File: src/rtl/skip_addr_pkg.sv
package skip_addr_pkg;

  // Next value of one counter slice. Increment wins if both are asked,
  // but the top never asks for both at once.
  function automatic logic [3:0] slice_next(input logic [3:0] cur,
                                            input logic       inc,
                                            input logic       dec);
    logic [3:0] nxt;
    nxt = cur;
    if (inc)      nxt = cur + 4'd1;
    else if (dec) nxt = cur - 4'd1;
    return nxt;
  endfunction

  // A slice passes a carry when it is stepping up from all ones.
  function automatic logic slice_carry(input logic [3:0] cur, input logic inc);
    return inc & (&cur);
  endfunction

  // A slice passes a borrow when it is stepping down from zero.
  function automatic logic slice_borrow(input logic [3:0] cur, input logic dec);
    return dec & ~(|cur);
  endfunction

endpackage

File: src/rtl/skip_edge_sync.sv
module skip_edge_sync #(
  parameter int SYNC_STAGES = 2
) (
  input  logic clk,
  input  logic rst_n,
  input  logic skip_i,
  output logic level_o,
  output logic rise_o,
  output logic fall_o
);
  localparam int CHAIN_W = SYNC_STAGES + 1;

  logic [CHAIN_W-1:0] chain_q;

  always_ff @(posedge clk or negedge rst_n) begin
    if (!rst_n) chain_q <= '0;
    else        chain_q <= {chain_q[CHAIN_W-2:0], skip_i};
  end

  assign level_o = chain_q[SYNC_STAGES-1];
  assign rise_o  = chain_q[SYNC_STAGES-1] & ~chain_q[SYNC_STAGES];
  assign fall_o  = ~chain_q[SYNC_STAGES-1] & chain_q[SYNC_STAGES];

endmodule

File: src/rtl/cnt_slice.sv
module cnt_slice
  import skip_addr_pkg::*;
(
  input  logic       clk,
  input  logic       rst_n,
  input  logic       inc_i,
  input  logic       dec_i,
  input  logic       load_i,
  input  logic [3:0] load_val_i,
  output logic [3:0] q_o,
  output logic       carry_o,
  output logic       borrow_o
);
  logic [3:0] q;

  always_ff @(posedge clk or negedge rst_n) begin
    if (!rst_n)      q <= '0;
    else if (load_i) q <= load_val_i;
    else             q <= slice_next(q, inc_i, dec_i);
  end

  assign q_o      = q;
  assign carry_o  = slice_carry(q, inc_i);
  assign borrow_o = slice_borrow(q, dec_i);

  // a slice asked to step up advances by one, wrapping at 15
  assert_slice_inc_R10: assert property (@(posedge clk) disable iff (!rst_n)
    (inc_i && !dec_i && !load_i) |=> q == 4'($past(q) + 4'd1));

  // a slice asked to step down moves back by one, wrapping at 0
  assert_slice_dec_R10: assert property (@(posedge clk) disable iff (!rst_n)
    (dec_i && !inc_i && !load_i) |=> q == 4'($past(q) - 4'd1));

  // a load sets the slice to its share of the held value
  assert_slice_load_R7: assert property (@(posedge clk) disable iff (!rst_n)
    load_i |=> q == $past(load_val_i));

endmodule

File: src/rtl/addr_permute.sv
module addr_permute #(
  parameter int CNT_W = 16,
  parameter logic [CNT_W*$clog2(CNT_W)-1:0] BIT_MAP = 64'hE94F_A50B_61C7_2D83
) (
  input  logic [CNT_W-1:0] cnt_i,
  output logic [CNT_W-1:0] addr_o
);
  localparam int IDX_W = $clog2(CNT_W);

  always_comb begin
    addr_o = '0;
    for (int i = 0; i < CNT_W; i++) begin
      addr_o[BIT_MAP[i*IDX_W +: IDX_W]] = cnt_i[i];
    end
  end

  // every address bit must be driven by exactly one count bit
  initial begin
    for (int i = 0; i < CNT_W; i++) begin
      for (int j = i + 1; j < CNT_W; j++) begin
        assert_map_bijective_R9: assert (BIT_MAP[i*IDX_W +: IDX_W] != BIT_MAP[j*IDX_W +: IDX_W])
          else $error("address bit map repeats an entry");
      end
    end
  end

endmodule

File: src/rtl/skip_addr_counter.sv
module skip_addr_counter #(
  parameter int CNT_W       = 16,
  parameter int NIB_W       = 4,
  parameter int SYNC_STAGES = 2,
  parameter logic [CNT_W*$clog2(CNT_W)-1:0] BIT_MAP = 64'hE94F_A50B_61C7_2D83
) (
  input  logic             clk,
  input  logic             rst_n,
  input  logic             count_up_i,
  input  logic             count_dn_i,
  input  logic             skip_i,
  output logic [CNT_W-1:0] mem_addr_o
);
  localparam int STAGES = CNT_W / NIB_W;

  // Named events, brought out for the assertions
  logic             skip_level;
  logic             rise_evt;
  logic             load_evt;
  logic             step_up;
  logic             step_dn;
  logic             wrap_up;
  logic             wrap_dn;
  logic [CNT_W-1:0] count_q;
  logic [CNT_W-1:0] hold_q;
  logic [STAGES-1:0] inc_c;
  logic [STAGES-1:0] dec_c;
  logic [STAGES-1:0] carry;
  logic [STAGES-1:0] borrow;

  skip_edge_sync #(.SYNC_STAGES(SYNC_STAGES)) u_sync (
    .clk     (clk),
    .rst_n   (rst_n),
    .skip_i  (skip_i),
    .level_o (skip_level),
    .rise_o  (rise_evt),
    .fall_o  (load_evt)
  );

  // A reload beats counting; opposing pulses cancel
  assign step_up = count_up_i & ~count_dn_i & ~load_evt;
  assign step_dn = count_dn_i & ~count_up_i & ~load_evt;

  assign inc_c[0] = step_up;
  assign dec_c[0] = step_dn;

  generate
    for (genvar k = 1; k < STAGES; k++) begin : g_chain
      assign inc_c[k] = carry[k-1];
      assign dec_c[k] = borrow[k-1];
    end
    for (genvar k = 0; k < STAGES; k++) begin : g_slice
      cnt_slice u_slice (
        .clk        (clk),
        .rst_n      (rst_n),
        .inc_i      (inc_c[k]),
        .dec_i      (dec_c[k]),
        .load_i     (load_evt),
        .load_val_i (hold_q[k*NIB_W +: NIB_W]),
        .q_o        (count_q[k*NIB_W +: NIB_W]),
        .carry_o    (carry[k]),
        .borrow_o   (borrow[k])
      );
    end
  endgenerate

  assign wrap_up = carry[STAGES-1];
  assign wrap_dn = borrow[STAGES-1];

  always_ff @(posedge clk or negedge rst_n) begin
    if (!rst_n)        hold_q <= '0;
    else if (rise_evt) hold_q <= count_q;
  end

  addr_permute #(.CNT_W(CNT_W), .BIT_MAP(BIT_MAP)) u_perm (
    .cnt_i  (count_q),
    .addr_o (mem_addr_o)
  );

  assert_capture_R5: assert property (@(posedge clk) disable iff (!rst_n)
    rise_evt |=> hold_q == $past(count_q));

  assert_reload_R7: assert property (@(posedge clk) disable iff (!rst_n)
    load_evt |=> count_q == $past(hold_q));

  assert_idle_R4: assert property (@(posedge clk) disable iff (!rst_n)
    (!load_evt && (count_up_i == count_dn_i)) |=> $stable(count_q));

  assert_wrap_up_R2: assert property (@(posedge clk) disable iff (!rst_n)
    wrap_up |=> count_q == '0);

  assert_wrap_dn_R3: assert property (@(posedge clk) disable iff (!rst_n)
    wrap_dn |=> count_q == '1);

  assert_skip_counts_R6: assert property (@(posedge clk) disable iff (!rst_n)
    (skip_level && step_up) |=> count_q == CNT_W'($past(count_q) + 1'b1));

  assert_addr_weight_R8: assert property (@(posedge clk) disable iff (!rst_n)
    $countones(mem_addr_o) == $countones(count_q));

endmodule

File: config.mk
export PLATFORM = sky130hd
export DESIGN_NAME = skip_addr_counter
export DESIGN_NICKNAME = d
export VERILOG_FILES = /design/src/rtl/skip_addr_pkg.sv /design/src/rtl/skip_edge_sync.sv /design/src/rtl/cnt_slice.sv /design/src/rtl/addr_permute.sv /design/src/rtl/skip_addr_counter.sv
export SDC_FILE = /design/constraint.sdc
export NUM_CORES = 1
export LEC_CHECK = 0
export ABC_AREA = 1
export BUFFER_PORTS_ARGS = -buffer_cell sky130_fd_sc_hd__buf_2
export CAP_MARGIN = 20
export CELL_PAD_IN_SITES_DETAIL_PLACEMENT = 1
export CELL_PAD_IN_SITES_GLOBAL_PLACEMENT = 1
export CORE_MARGIN = 3
export CORE_UTILIZATION = 39
export DETAILED_ROUTE_END_ITERATION = 16
export PLACE_DENSITY = 0.79
export SYNTH_ARGS = -nofsm -noshare
export SYNTH_HDL_FRONTEND = slang
export SYNTH_SLANG_ARGS = --single-unit
File: constraint.sdc
create_clock -name clk -period 1.9 [get_ports clk]
set_input_delay 0.095 -clock clk [delete_from_list [all_inputs] [get_ports clk]]
set_output_delay 0.095 -clock clk [all_outputs]
set_load 0.005 [all_outputs]
# [Yosys cells after proc, flatten, opt, wreduce, memory -nomap -nowiden]
# Cells that the tools add are included.
[word_totals] register_bits=35 word_cells=56 input_bits=5 memories=0 ramBits=0 romBits=0 latchBits=0
[classes] addsub=8 eq_ne=0 n_reduce_logical=10 mul=0 n_lt_le_gt_ge=0 shifts=0 n_bitwise=20 div_mod_pow=0 mux=12
[op_table] operator="$mux W4" count=12
[op_table] operator="$add A4 B1 Y4 const B" count=4
[op_table] operator="$sub A4 B1 Y4 const B" count=4
[op_table] operator="$and A1 B1 Y1" count=12
[op_table] operator="$reduce_and A4 Y1" count=3
[op_table] operator="$reduce_bool A3 Y1" count=4
[op_table] operator="$reduce_or A4 Y1" count=3
[op_table] operator="$not A1 Y1" count=8

# [Depth between registers and ports, before layout]
# Gate-level depths: netlist (run 1).
[logic_depth] ltp_word=10 ltp_mapped=14 ltp_nobuf=14

# [By module]
# From an unflattened synthesis (run 1), not the netlist that was laid out.
[hier_totals] cells_unflattened=281 area_unflattened_um2=2188.3
[modules_own_cells] module="cnt_slice (g_slice[2].u_slice ...)" n_inst=2 seq_area_each_um2=100.1 area_each_um2=336.6 cells_per_inst=49
[modules_own_cells] module="skip_addr_counter" n_inst=1 seq_area_each_um2=400.4 area_each_um2=666.9 cells_per_inst=74
[modules_own_cells] module="cnt_slice (g_slice[0].u_slice ...)" n_inst=2 seq_area_each_um2=100.1 area_each_um2=319.1 cells_per_inst=43
[modules_own_cells] module="addr_permute" n_inst=1 seq_area_each_um2=0.0 area_each_um2=120.1 cells_per_inst=16
[modules_own_cells] module="skip_edge_sync" n_inst=1 seq_area_each_um2=75.1 area_each_um2=90.1 cells_per_inst=7

# [Worst setup path after synthesis (run 1)]
# Ideal clock, no wire load.
[synth_path] path_kind="flip-flop to flip-flop" start="register g_slice[1].u_slice.q[1]" end="register g_slice[3].u_slice.q[3]" synth_period_minus_slack_ns=1.967 t_required_ns=1.782 n_path_buf=0 path_slack_ns=-0.067 path_stages_with_launch=13 setup_time_ns=0.118 arrival_time_ns=1.850 path_cell_list="dfrtp_1 nand2_1 nor2_1 nand4_2 ha_1 a21oi_1 nand2_1 nand2_1 nand2_1 nand2_1 nand3_1 nand2_1 nand2_1"
[synth_between] elab_chain_cells=5
[synth_lines] element="start: declaration" line="cnt_slice.sv:14" rtl="logic [3:0] q;"
[synth_lines] element="start signal: assignment" line="cnt_slice.sv:18" rtl="else if (load_i) q <= load_val_i;"
[synth_lines] element="start signal: assignment" line="cnt_slice.sv:19" rtl="else q <= slice_next(q, inc_i, dec_i);"
[synth_lines] element="$reduce_and A4 Y1 or $reduce_or A4 Y1 (tied branches)" line="skip_addr_pkg.sv:17, skip_addr_pkg.sv:22"
[synth_lines] element="$and A1 B1 Y1 or $not A1 Y1 (tied branches)" line="skip_addr_pkg.sv:17, skip_addr_pkg.sv:22"
[synth_lines] element="$and A1 B1 Y1 (on tied branches)" line="skip_addr_pkg.sv:17, skip_addr_pkg.sv:22"
[synth_lines] element="$mux W4 or $and A1 B1 Y1 (tied branches)" line="skip_addr_pkg.sv:10, skip_addr_pkg.sv:22"
[synth_lines] element="$mux W4 or $reduce_bool A3 Y1 (tied branches)"
[synth_lines] element="end signal: assignment" line="cnt_slice.sv:18"
[synth_lines] element="end signal: assignment" line="cnt_slice.sv:19"
[synth_lines] element="end: declaration" line="cnt_slice.sv:14"
# Several ways; a longest one is shown, not always the timed one.
# A chain may end at the register's enable or synchronous reset.

# [Final worst setup path (run 1)]
[layout_path] start="register u_sync.chain_q[2]" end="register g_slice[3].u_slice.q[3]"
[layout_between] elab_chain_cells=8
[layout_lines] element="start: declaration" line="skip_edge_sync.sv:13" rtl="logic [CHAIN_W-1:0] chain_q;"
[layout_lines] element="start signal: assignment" line="skip_edge_sync.sv:17" rtl="else chain_q <= {chain_q[CHAIN_W-2:0], skip_i};"
[layout_lines] element="$and A1 B1 Y1 *" line="skip_edge_sync.sv:22" rtl="assign fall_o = ~chain_q[SYNC_STAGES-1] & chain_q[SYNC_STAGES];"
[layout_lines] element="$not A1 Y1" line="skip_addr_counter.sv:41, skip_addr_counter.sv:42"
[layout_lines] element="$and A1 B1 Y1" line="skip_addr_counter.sv:41" rtl="assign step_up = count_up_i & ~count_dn_i & ~load_evt;"
[layout_lines] element="$and A1 B1 Y1 (3 in series)" line="skip_addr_pkg.sv:17" rtl="return inc & (&cur);"
[layout_lines] element="$mux W4" line="skip_addr_pkg.sv:10" rtl="if (inc) nxt = cur + 4'd1;"
[layout_lines] element="$mux W4" line="cnt_slice.sv:18"
# Every way passes the cells marked *; elsewhere a longest branch is shown, timed or not.

==> results of run 1 <==
-- synthesized netlist by cell type, drive strengths merged, types with 2 or more instances --
cell	n	share of area [%]
nand2	80	15
dfrtp	35	43
inv	28	5.1
nor2	27	7.0
o21ai	27	6.6
nand3	20	6.0
ha	8	4.9
a21oi	7	1.7
buf	4	1.1
fa	4	3.9
nand4	4	1.5
a31oi	3	0.91
clkbuf	2	0.37
xor2	2	0.85
-- per-stage QoR --
stage,hold WS [ns],cell area [um^2]
3_3_place_gp,0.0522,2390
4_1_cts,0.183,2580
5_1_grt,0.243,2730
2_1_floorplan,-0.201,2060
6_report,0.192,2730
3_5_place_dp,0.0580,2390
-- layout make-up --
| class | instances | area [um^2] | share of cell area, % |
|---|---|---|---|
| Clock buffer | 5 | 68.8 | 2.52 |
| Clock inverter | 3 | 67.6 | 2.48 |
| Inverter | 28 | 105 | 3.85 |
| Multi-Input combinational cell | 189 | 1180 | 43.3 |
| Sequential cell | 35 | 878 | 32.2 |
| Tap cell | 67 | 83.8 | 3.07 |
| Timing Repair Buffer | 51 | 342 | 12.5 |
-- final timing paths --
path	startpoint	to	slack (ns)	cells past startpoint
worst max-delay path	u_sync.chain_q[2]	g_slice[3].u_slice.q_o[3]	0.02	13
worst min-delay path	count_up_i	g_slice[0].u_slice.q_o[3]	0.19	5
worst max register to register	u_sync.chain_q[2]	g_slice[3].u_slice.q_o[3]	0.02	13
worst min register to register	u_sync.chain_q[0]	u_sync.chain_q[1]	0.36	0
max in group asynchronous	rst_n	hold_q[15]	1.12	3
min in group asynchronous	rst_n	hold_q[3]	0.27	2
-- report_power, final --
part / internal, mW / leakage (nW) / switching, mW / total, mW
Sequential: 0.985 / 0.424 / 0.164 / 1.15
Combinational: 0.750 / 0.852 / 0.939 / 1.69
Clock: 0.524 / 0.0644 / 0.301 / 0.825
Total: 2.26 / 1.34 / 1.40 / 3.66
-- state kept, by name, summed over array words and instances (netlist names) --
register,flops
hold_q,16
g_slice.u_slice.q_o,16
u_sync.chain_q,3
-- worst max-delay path, delay by kind of cell, from the launching register on --
kind                     cells  cell delay [ns]
AO/OA/AOI/OAI                1             0.14
adder cells (fa/ha/maj)      1             0.29
buffers and inverters        1             0.10
flip-flops                   1             0.41
AND/OR/NAND/NOR             10             0.83
-- layer usage --
layer / part of all wire, % / vias up / GRT usage, %
met5: 0 / - / 0
met4: 1.9 / 0 / 7.52
met3: 3.8 / 11 / 3.90
met2: 52 / 31 / 33.6
met1: 43 / 935 / 25.0
li1: - / 931 / -
-- kinds of logic after synthesis --
family | count (synthesis) | synth area share (%)
compound gates | 39 | 9.94
xor+xnor | 3 | 1.28
fa+ha+maj | 12 | 8.78
buf+inv | 34 | 6.59
flops | 35 | 42.7
mux | 1 | 0.549
simple gates | 134 | 30.2
-- what timing repair did --
| item | 4_1_cts | 5_1_grt |
|---|---|---|
| pin swaps | 0 | 16 |
| endpoints found under the hold margin | 18 | 0 |
| hold buffers | 2 | 0 |
| resized for setup | 4 | 21 |
| setup endpoints to repair | 2 | 7 |
| buffers inserted | 1 | 4 |
==> summary.txt, run 1 <==
Status
  – Status: finished, final reports clean

Floorplanning
  – Die X-Extent: approximately 79 um
  – Die Ht: 78.5 um
  – Row cnt: 25
  – Die area: between 0.006 and 0.007 mm^2
  – Starting Density: 41.8%
  – Core Area: 0.00491 mm^2
  – Top-level I/O count: 21

Finish
  – Antenna Cells: 0
  – Final std cells w/o fill: 378
  – Most frequent cells in the layout: 74 x nand2_1, 33 x dfrtp_1, 28 x buf_4
  – Commonest non-fill, non-tap cell in the layout: nand2_1
  – Layout net count: about 330
  – Final core utilization: 55.5%
  – Layout cells sized above 1: 30.5%
  – Fillers: approximately 600
  – Area grow syn2layout: 32.9%

Timing
  – Setup TNS Final: 0 ns
  – Final slew viol count: 0
  – Final Hold Viols: 0
  – Final worst slack: ~0.018 ns
  – Slew margin rel.: 71.0%
  – Finish-stage setup viols: 0
  – Worst Tran Pin Value: 0.435 ns
  – Final period util: 99.1%
  – Final min period: 1.88 ns
  – RSZ-0062 raised after global routing: true
  – Achievable Freq: 531 MHz
  – Layout Skew: 0.00471 ns

Pwr
  – Overall Power: around 3.7 mW
  – PwrDens: approximately 1300 mW/mm^2
  – Peak VDD IR: 0.000419 V
  – LEAKAGE: ~1.3 nW

Worst setup path
  – Largest stage delay on the critical path: 0.41 ns
  – CP Class: register to register
  – CP arrival: 2.07 ns
  – CP startpoint kind: register
  – Worst path cell trace: inv_2 > nor2_4 > nor2_8 > nand4_4 > ha_4 > a21oi_4 > nand2_1 > nand2_1 > nand2_1 > nand2_1 > nand3_1 > nand2_1 > nand2_1
  – CP Max Fanout: 5
  – Most frequent CP cell: nand2_1
  – Slowest CP cell: dfrtp_1
  – Required @ worst endpoint: 2.09 ns
  – Crit end category: register

Route
  – Detail Route Antenna Nets: 0
  – DR vias/cell: 5.05
  – Iteration-0 DRC Markers: 95
  – # DRC: 0
  – Vias: 1,908
  – Initial DRT Pass Iterations: 4
  – Routed length per placed instance: 15.5 um
  – Detailed Route WL: a little under 6 mm

Clock network
  – Clk Latency, worst-skew pair: 0.30 ns
  – Clock slew at reported path FFs: 0.08 ns
  – # clock sinks: 35
  – CTS tree: yes
  – CTS root buffer: clkbuf_8
  – CTS Buffer Depth: 2
  – TritonCTS Buffers: 5
  – H-tree lvl count: 2

GRT
  – Antenna violations before repair: 0
  – Overflow left after global routing: 0
  – Largest net degree at the start of global routing: 20
  – First-pass GRT wire length: about 9.6 mm
  – Vias in the first global route: between 1,500 and 2,000
  – Gr usage total: 19.9%

Synthesis
  – Mapped cell area: between 0.002 and 0.0025 mm^2
  – Avg Inst Size Synth: 7.95 um^2
  – Cells after Synth: ~260
  – Sequential fraction of the synthesis area: 42.7%
  – Post-synth cell types: 31
  – Synth Register Bits: 35
  – Ys async rst share: 100%
  – Mapped Nets: 275
  – EDFF count, synth: 0
  – Dominant synthesized flop cell: dfrtp_1
  – Ys Warns: 0

Place
  – Setup WS pre-CTS: -0.0809 ns
  – GPL Wtd Cong: 0.791
  – Placed Cells: 363
  – IO buf count: 20
  – Post-DP HPWL: roughly 4.0 mm

Min path
  – Worst Hold Class: input port to register

Run
  – Max Cap Viol: 0
(Power assumes the default switching activity.)
==> run 2, diff against run 1 <==
--- a/config.mk
+++ b/config.mk
@@ -13,7 +13,7 @@
 export CORE_MARGIN = 3
 export CORE_UTILIZATION = 39
 export DETAILED_ROUTE_END_ITERATION = 16
-export PLACE_DENSITY = 0.79
+export PLACE_DENSITY = 0.85
 export SYNTH_ARGS = -nofsm -noshare
 export SYNTH_HDL_FRONTEND = slang
 export SYNTH_SLANG_ARGS = --single-unit
==> run 2 against run 1 <==
The flow now finishes with violations (negative setup slack). Clock skew increased by 0.0022 ns. Maximum frequency fell by 4.2%. Sequential power is essentially flat. Final cell count rose by 0.79%. Highest routed layer unchanged.
==> summary.txt, run 2 (synthesis gave the netlist of run 1 again) <==
Status
  – Status: complete, but fails checks
  – Failing checks: negative setup slack

Pwr
  – LEAKAGE: between 1 and 1.5 nW
  – PwrDens: 1300 mW/mm^2
  – Clock power share: about 17%
  – P_int: 2.11 mW
  – Seq pwr share: about 33%
  – Peak VDD IR: 0.000439 V
  – Sw Pwr: 1.45 mW
  – Overall Power: 3.56 mW
  – Sw frac: between 40% and 50%
  – Comb pwr share: 50.2%

Timing
  – Slew margin rel.: 64.1%
  – Hold_ws: 0.202 ns
  – Final period util: 103%
  – Finish-stage setup viols: 3
  – Final worst slack: -0.0657 ns
  – Achievable Freq: 509 MHz
  – Worst Tran Pin Value: 0.539 ns
  – Final slew viol count: 0
  – Final Hold Viols: 0
  – Final min period: between 1.5 and 2 ns
  – RSZ-0062 raised after global routing: true
  – Layout Skew: 0.00689 ns

Finish
  – Register area: ~880 um^2
  – Layout net count: 330
  – Antenna Cells: 0
  – Multi-input logic area: 0.00120 mm^2
  – Fin area: ~0.0027 mm^2
  – Fillers: 591
  – Commonest non-fill, non-tap cell in the layout: nand2_1
  – Most frequent cells in the layout: 73 x nand2_1, 33 x dfrtp_1, 30 x buf_4
  – Final std cells w/o fill: about 380
  – Area grow syn2layout: 33.2%
  – Layout cells sized above 1: 31.8%

Worst setup path
  – CP arrival: 2.17 ns
  – Crit end category: register
  – CP Class: register to register
  – Required @ worst endpoint: 2.11 ns
  – CP Max Fanout: 4
  – RR Endpoint: g_slice[3].u_slice.q_o[2]
  – Crit path buffers/inverters: 1
  – Largest stage delay on the critical path: 0.40 ns
  – Worst Reg2Reg Path Length in Cells: 10
  – CP startpoint kind: register
  – Slowest CP cell: dfrtp_1
  – R2R Setup Slk: -0.07 ns
  – Family with the most delay on the worst path: simple AND/OR/NAND/NOR gates
  – Worst path cell trace: nand2_2 > nor2_4 > nand4_4 > buf_6 > fa_2 > o21ai_1 > a21oi_1 > nor2_1 > nand2_1 > o21ai_0
  – RR Startpoint: g_slice[0].u_slice.q_o[2]

Place
  – GPL Wtd Cong: 0.801
  – Post-DP HPWL: 4.06 mm
  – IO buf count: 20
  – Placed Cells: 362
  – Cell Area, Placed: 0.00238 mm^2

Min path
  – Worst Hold Class: input port to register
  – Hold_sp: count_up_i
  – Worst hold stages: 5
  – Worst hold endpoint: g_slice[0].u_slice.q_o[3]

Floorplanning
  – Top-level I/O count: 21
  – Starting Density: 41.8%
  – Die X-Extent: a little under 80 um
  – Core Area: 0.00491 mm^2
  – Row cnt: 25
  – Die Ht: between 70 and 80 um
  – Die area: 0.00617 mm^2

GRT
  – Overflow left after global routing: 0
  – Antenna violations before repair: 0
  – Gr usage total: 19.8%
  – Largest net degree at the start of global routing: 24
  – First-pass GRT wire length: 9.51 mm
  – Vias in the first global route: 1,953

Clock network
  – CTS root buffer: clkbuf_8
  – CTS tree: yes
  – Clk Latency, worst-skew pair: 0.30 ns
  – Clock slew at reported path FFs: approximately 0.080 ns
  – H-tree lvl count: 2
  – CTS Buffer Depth: 2
  – # clock sinks: 35
  – TritonCTS Buffers: 5

Route
  – Iteration-0 DRC Markers: 71
  – Routed length per placed instance: about 17 um
  – DR vias/cell: 5.15
  – Detailed Route WL: 6.38 mm
  – Detail Route Antenna Nets: 0
  – Vias: 1,963
  – Initial DRT Pass Iterations: 4
  – # DRC: 0

Run
  – Max Cap Viol: 0
## run 2: cell count changes in the layout (fill, tap and decap cells not counted), sizes merged
cell      before  now
buf           49   52
clkbuf         5    8
clkinvlp       1    0
bufinv         2    0
## run 2: worst max-delay path by stage
stage	start	slack [ns]	cells past startpoint	endpoint
global route	g_slice[0].u_slice.q_o[2]	-0.22	10	g_slice[3].u_slice.q_o[2]
detailed placement	u_sync.chain_q[2]	-0.03	13	g_slice[3].u_slice.q_o[3]
CTS	u_sync.chain_q[2]	0.005	10	g_slice[0].u_slice.q_o[3]
finish	g_slice[0].u_slice.q_o[2]	-0.07	10	g_slice[3].u_slice.q_o[2]
floorplan	g_slice[1].u_slice.q_o[1]	0.007	12	g_slice[3].u_slice.q_o[3]
global placement	u_sync.chain_q[2]	0.1	11	g_slice[3].u_slice.q_o[2]
## run 2: final cells by class
type	count	share of cell area, %
tap	67	3.07
multi-input combinational	189	43.8
clock buffer	8	3.66
inverter	28	3.94
timing repair buffer	54	13.5
sequential	35	32.1
## run 2: metrics by stage
step / utilization [%] / TNS [ns] / worst slack [ns]
6_report: 55.7 / -0.113 / -0.0657
3_3_place_gp: 48.5 / 0 / 0.0974
3_5_place_dp: 48.5 / -0.0433 / -0.0254
2_1_floorplan: - / 0 / 0.00653
4_1_cts: 51.5 / 0 / 0.00474
5_1_grt: 55.7 / -0.799 / -0.217
## run 2: power groups by stage
stage | combinational (mW) | sequential, mW | clock (mW)
after floorplan | 0.791 | 1.22 | 0
after global placement | 1.38 | 1.13 | 0
after detailed placement | 1.48 | 1.15 | 0
after CTS | 1.53 | 1.14 | 0.625
after global routing | 1.99 | 1.19 | 0.662
final | 1.79 | 1.16 | 0.615
## run 2: worst reg2reg max path, delay by kind of cell, from the launching register on
kind	cells	cell delay (ns)
and+or+nand+nor	5	0.67
DFF	1	0.40
buffers and inverters	1	0.16
adders and majority gates	1	0.34
AOI/OAI and AO/OA	3	0.29
## run 2: repair_timing
action	in CTS	in global routing
setup buffers	0	9
hold buffers	2	0
resized for setup	5	26
setup endpoints to repair	2	7
pin swaps	0	13
endpoints found under the hold margin	23	0
## run 2: routing by layer
metal / part of all wire (%) / GRT usage (%)
met1: 42 / 24.5
met2: 52 / 35.2
met3: 2.8 / 3.44
met5: 0 / 0
met4: 2.5 / 5.77
==> run 3, diff against run 2 <==
--- a/config.mk
+++ b/config.mk
@@ -16,4 +16,5 @@
 export PLACE_DENSITY = 0.85
 export SYNTH_ARGS = -nofsm -noshare
 export SYNTH_HDL_FRONTEND = slang
+export SYNTH_HIERARCHICAL = 1
 export SYNTH_SLANG_ARGS = --single-unit
==> run 3 against run 2 <==
The run still ends with negative setup slack left. Sequential share of layout area shrank 0.51 points. Clock power shrank 9.9%. First-iteration DRC count grew 5.6%. Sequential cell count is the same. Clock-buffer cell count decreased by 2.
==> summary.txt, run 3 <==
Clock network
  – H-tree lvl count: 2
  – Clock slew at reported path FFs: roughly 0.070 ns
  – Clk Latency, worst-skew pair: 0.28 ns
  – CTS tree: yes
  – CTS Buffer Depth: 2
  – CTS root buffer: clkbuf_8
  – TritonCTS Buffers: 5
  – # clock sinks: 35

Timing
  – Slew margin rel.: 45.3%
  – Final min period: around 2.3 ns
  – Final worst slack: -0.429 ns
  – Final slew viol count: 0
  – Final Hold Viols: 0
  – Hold_ws: 0.358 ns
  – Achievable Freq: 429 MHz
  – Finish-stage setup viols: 10
  – Worst Tran Pin Value: 0.821 ns
  – Final period util: 123%
  – RSZ-0062 raised after global routing: true
  – Layout Skew: 0.00435 ns

Finish
  – Antenna Cells: 0
  – Layout cells sized above 1: ~36%
  – Area grow syn2layout: 27.8%
  – Final core utilization: a little over half
  – Commonest non-fill, non-tap cell in the layout: nand2_1
  – Layout net count: 338
  – Most frequent cells in the layout: 99 x nand2_1, 35 x dfrtp_1, 33 x buf_4

Route
  – # DRC: 0
  – Detail Route Antenna Nets: 0
  – Vias: 1,980
  – Routed length per placed instance: 16.1 um
  – Iteration-0 DRC Markers: between 70 and 80
  – DR vias/cell: 5.06
  – Detailed Route WL: 6.30 mm
  – Initial DRT Pass Iterations: 4

Pwr
  – LEAKAGE: 1.38 nW
  – Peak VDD IR: 0.000489 V
  – PwrDens: 1250 mW/mm^2

Worst setup path
  – Crit end category: register
  – Required @ worst endpoint: 2.07 ns
  – CP startpoint kind: register
  – CP arrival: 2.49 ns
  – CP Class: register to register
  – CP Max Fanout: 4

GRT
  – Gr usage total: 18.8%
  – Vias in the first global route: ~2,000
  – First-pass GRT wire length: 9.43 mm
  – Antenna violations before repair: 0
  – Overflow left after global routing: 0
  – Largest net degree at the start of global routing: 36

Floorplanning
  – Core Area: 0.00524 mm^2
  – Die X-Extent: 80.6 um
  – Top-level I/O count: 21
  – Die Ht: 80.6 um
  – Starting Density: 41.4%
  – Row cnt: 26
  – Die area: 0.00649 mm^2

Synthesis
  – Cells after Synth: 277
  – Mapped cell area: 0.00217 mm^2
  – Avg Inst Size Synth: 7.83 um^2
  – Mapped Nets: 294
  – Ys Warns: 6

Status
  – Failing checks: negative setup slack
  – Status: complete, but fails checks

Place
  – IO buf count: 20
  – Post-DP HPWL: 3.91 mm
  – GPL Wtd Cong: 0.806

Min path
  – Worst Hold Class: register to register

Run
  – Max Cap Viol: 0
-- run 3: final timing paths --
kind | startpoint | slack, ns | depth (start not counted) | to
setup / recovery | u_sync/chain_q[2] | -0.43 | 16 | g_slice[3].u_slice/q_o[2]
hold / removal | u_sync/chain_q[0] | 0.36 | 0 | u_sync/chain_q[1]
setup reg to reg | u_sync/chain_q[2] | -0.43 | 16 | g_slice[3].u_slice/q_o[2]
hold reg to reg | u_sync/chain_q[0] | 0.36 | 0 | u_sync/chain_q[1]
max in group asynchronous | rst_n | 0.93 | 2 | hold_q[12]
min in group asynchronous | rst_n | 0.44 | 2 | g_slice[2].u_slice/q_o[0]
-- run 3: critical path, cell delays in order (launching register included) --
cell and delay, ns:
dfrtp_1 0.39, inv_2 0.08, nor2_4 0.05, inv_2 0.05
nand2_2 0.05, nor2_4 0.11, nand2_2 0.07, nor2_4 0.10
nand2_2 0.08, nor2_4 0.11, inv_2 0.07, nor3_4 0.16
inv_2 0.10, fa_2 0.35, or2_4 0.24, a21oi_2 0.12
o22ai_1 0.07
-- run 3: per-layer routing --
layer | share of wire (%) | vias to the layer above | GRT usage (%)
li1 | - | 939 | -
met1 | 44 | 998 | 23.4
met2 | 52 | 37 | 34.2
met3 | 2.9 | 6 | 2.58
met4 | 1.1 | 0 | 4.56
met5 | 0 | - | 0
-- run 3: area by class of cell --
cell class	instances	area [um^2]
timing repair buffer	56	379
multi-input combinational	196	1230
inverter	27	111
fill	661	2470
tap	70	87.6
clock buffer	6	82.6
sequential	35	876
clock inverter	1	5.00
-- run 3: repair_timing --
action                                  in CTS  in global routing
endpoints found under the hold margin       36                  0
resized for setup                            7                 19
pin swaps                                    5                 17
hold buffers                                 2                  0
setup buffers                                4                  7
gates cloned                                 0                  0
endpoints found under the setup margin      10                 13
-- run 3: where the power goes --
group	switching, mW	total [mW]	internal, mW
Clock	0.269	0.554	0.285
Sequential	0.216	1.21	0.993
Combinational	0.939	1.70	0.765
-- run 3: metrics by stage --
stage                     TNS [ns]  setup WS (ns)  total power, mW  cell area (um^2)  cells
final                        -2.60         -0.429             3.47              2770    391
after global routing         -4.14         -0.548             3.74              2770    391
after CTS                    -1.82         -0.348             3.30              2630    384
after detailed placement     -2.09         -0.378             2.68              2450    371
after global placement       -1.37         -0.282             2.60              2450    371
after floorplan              -2.56         -0.521             2.26              2250    277
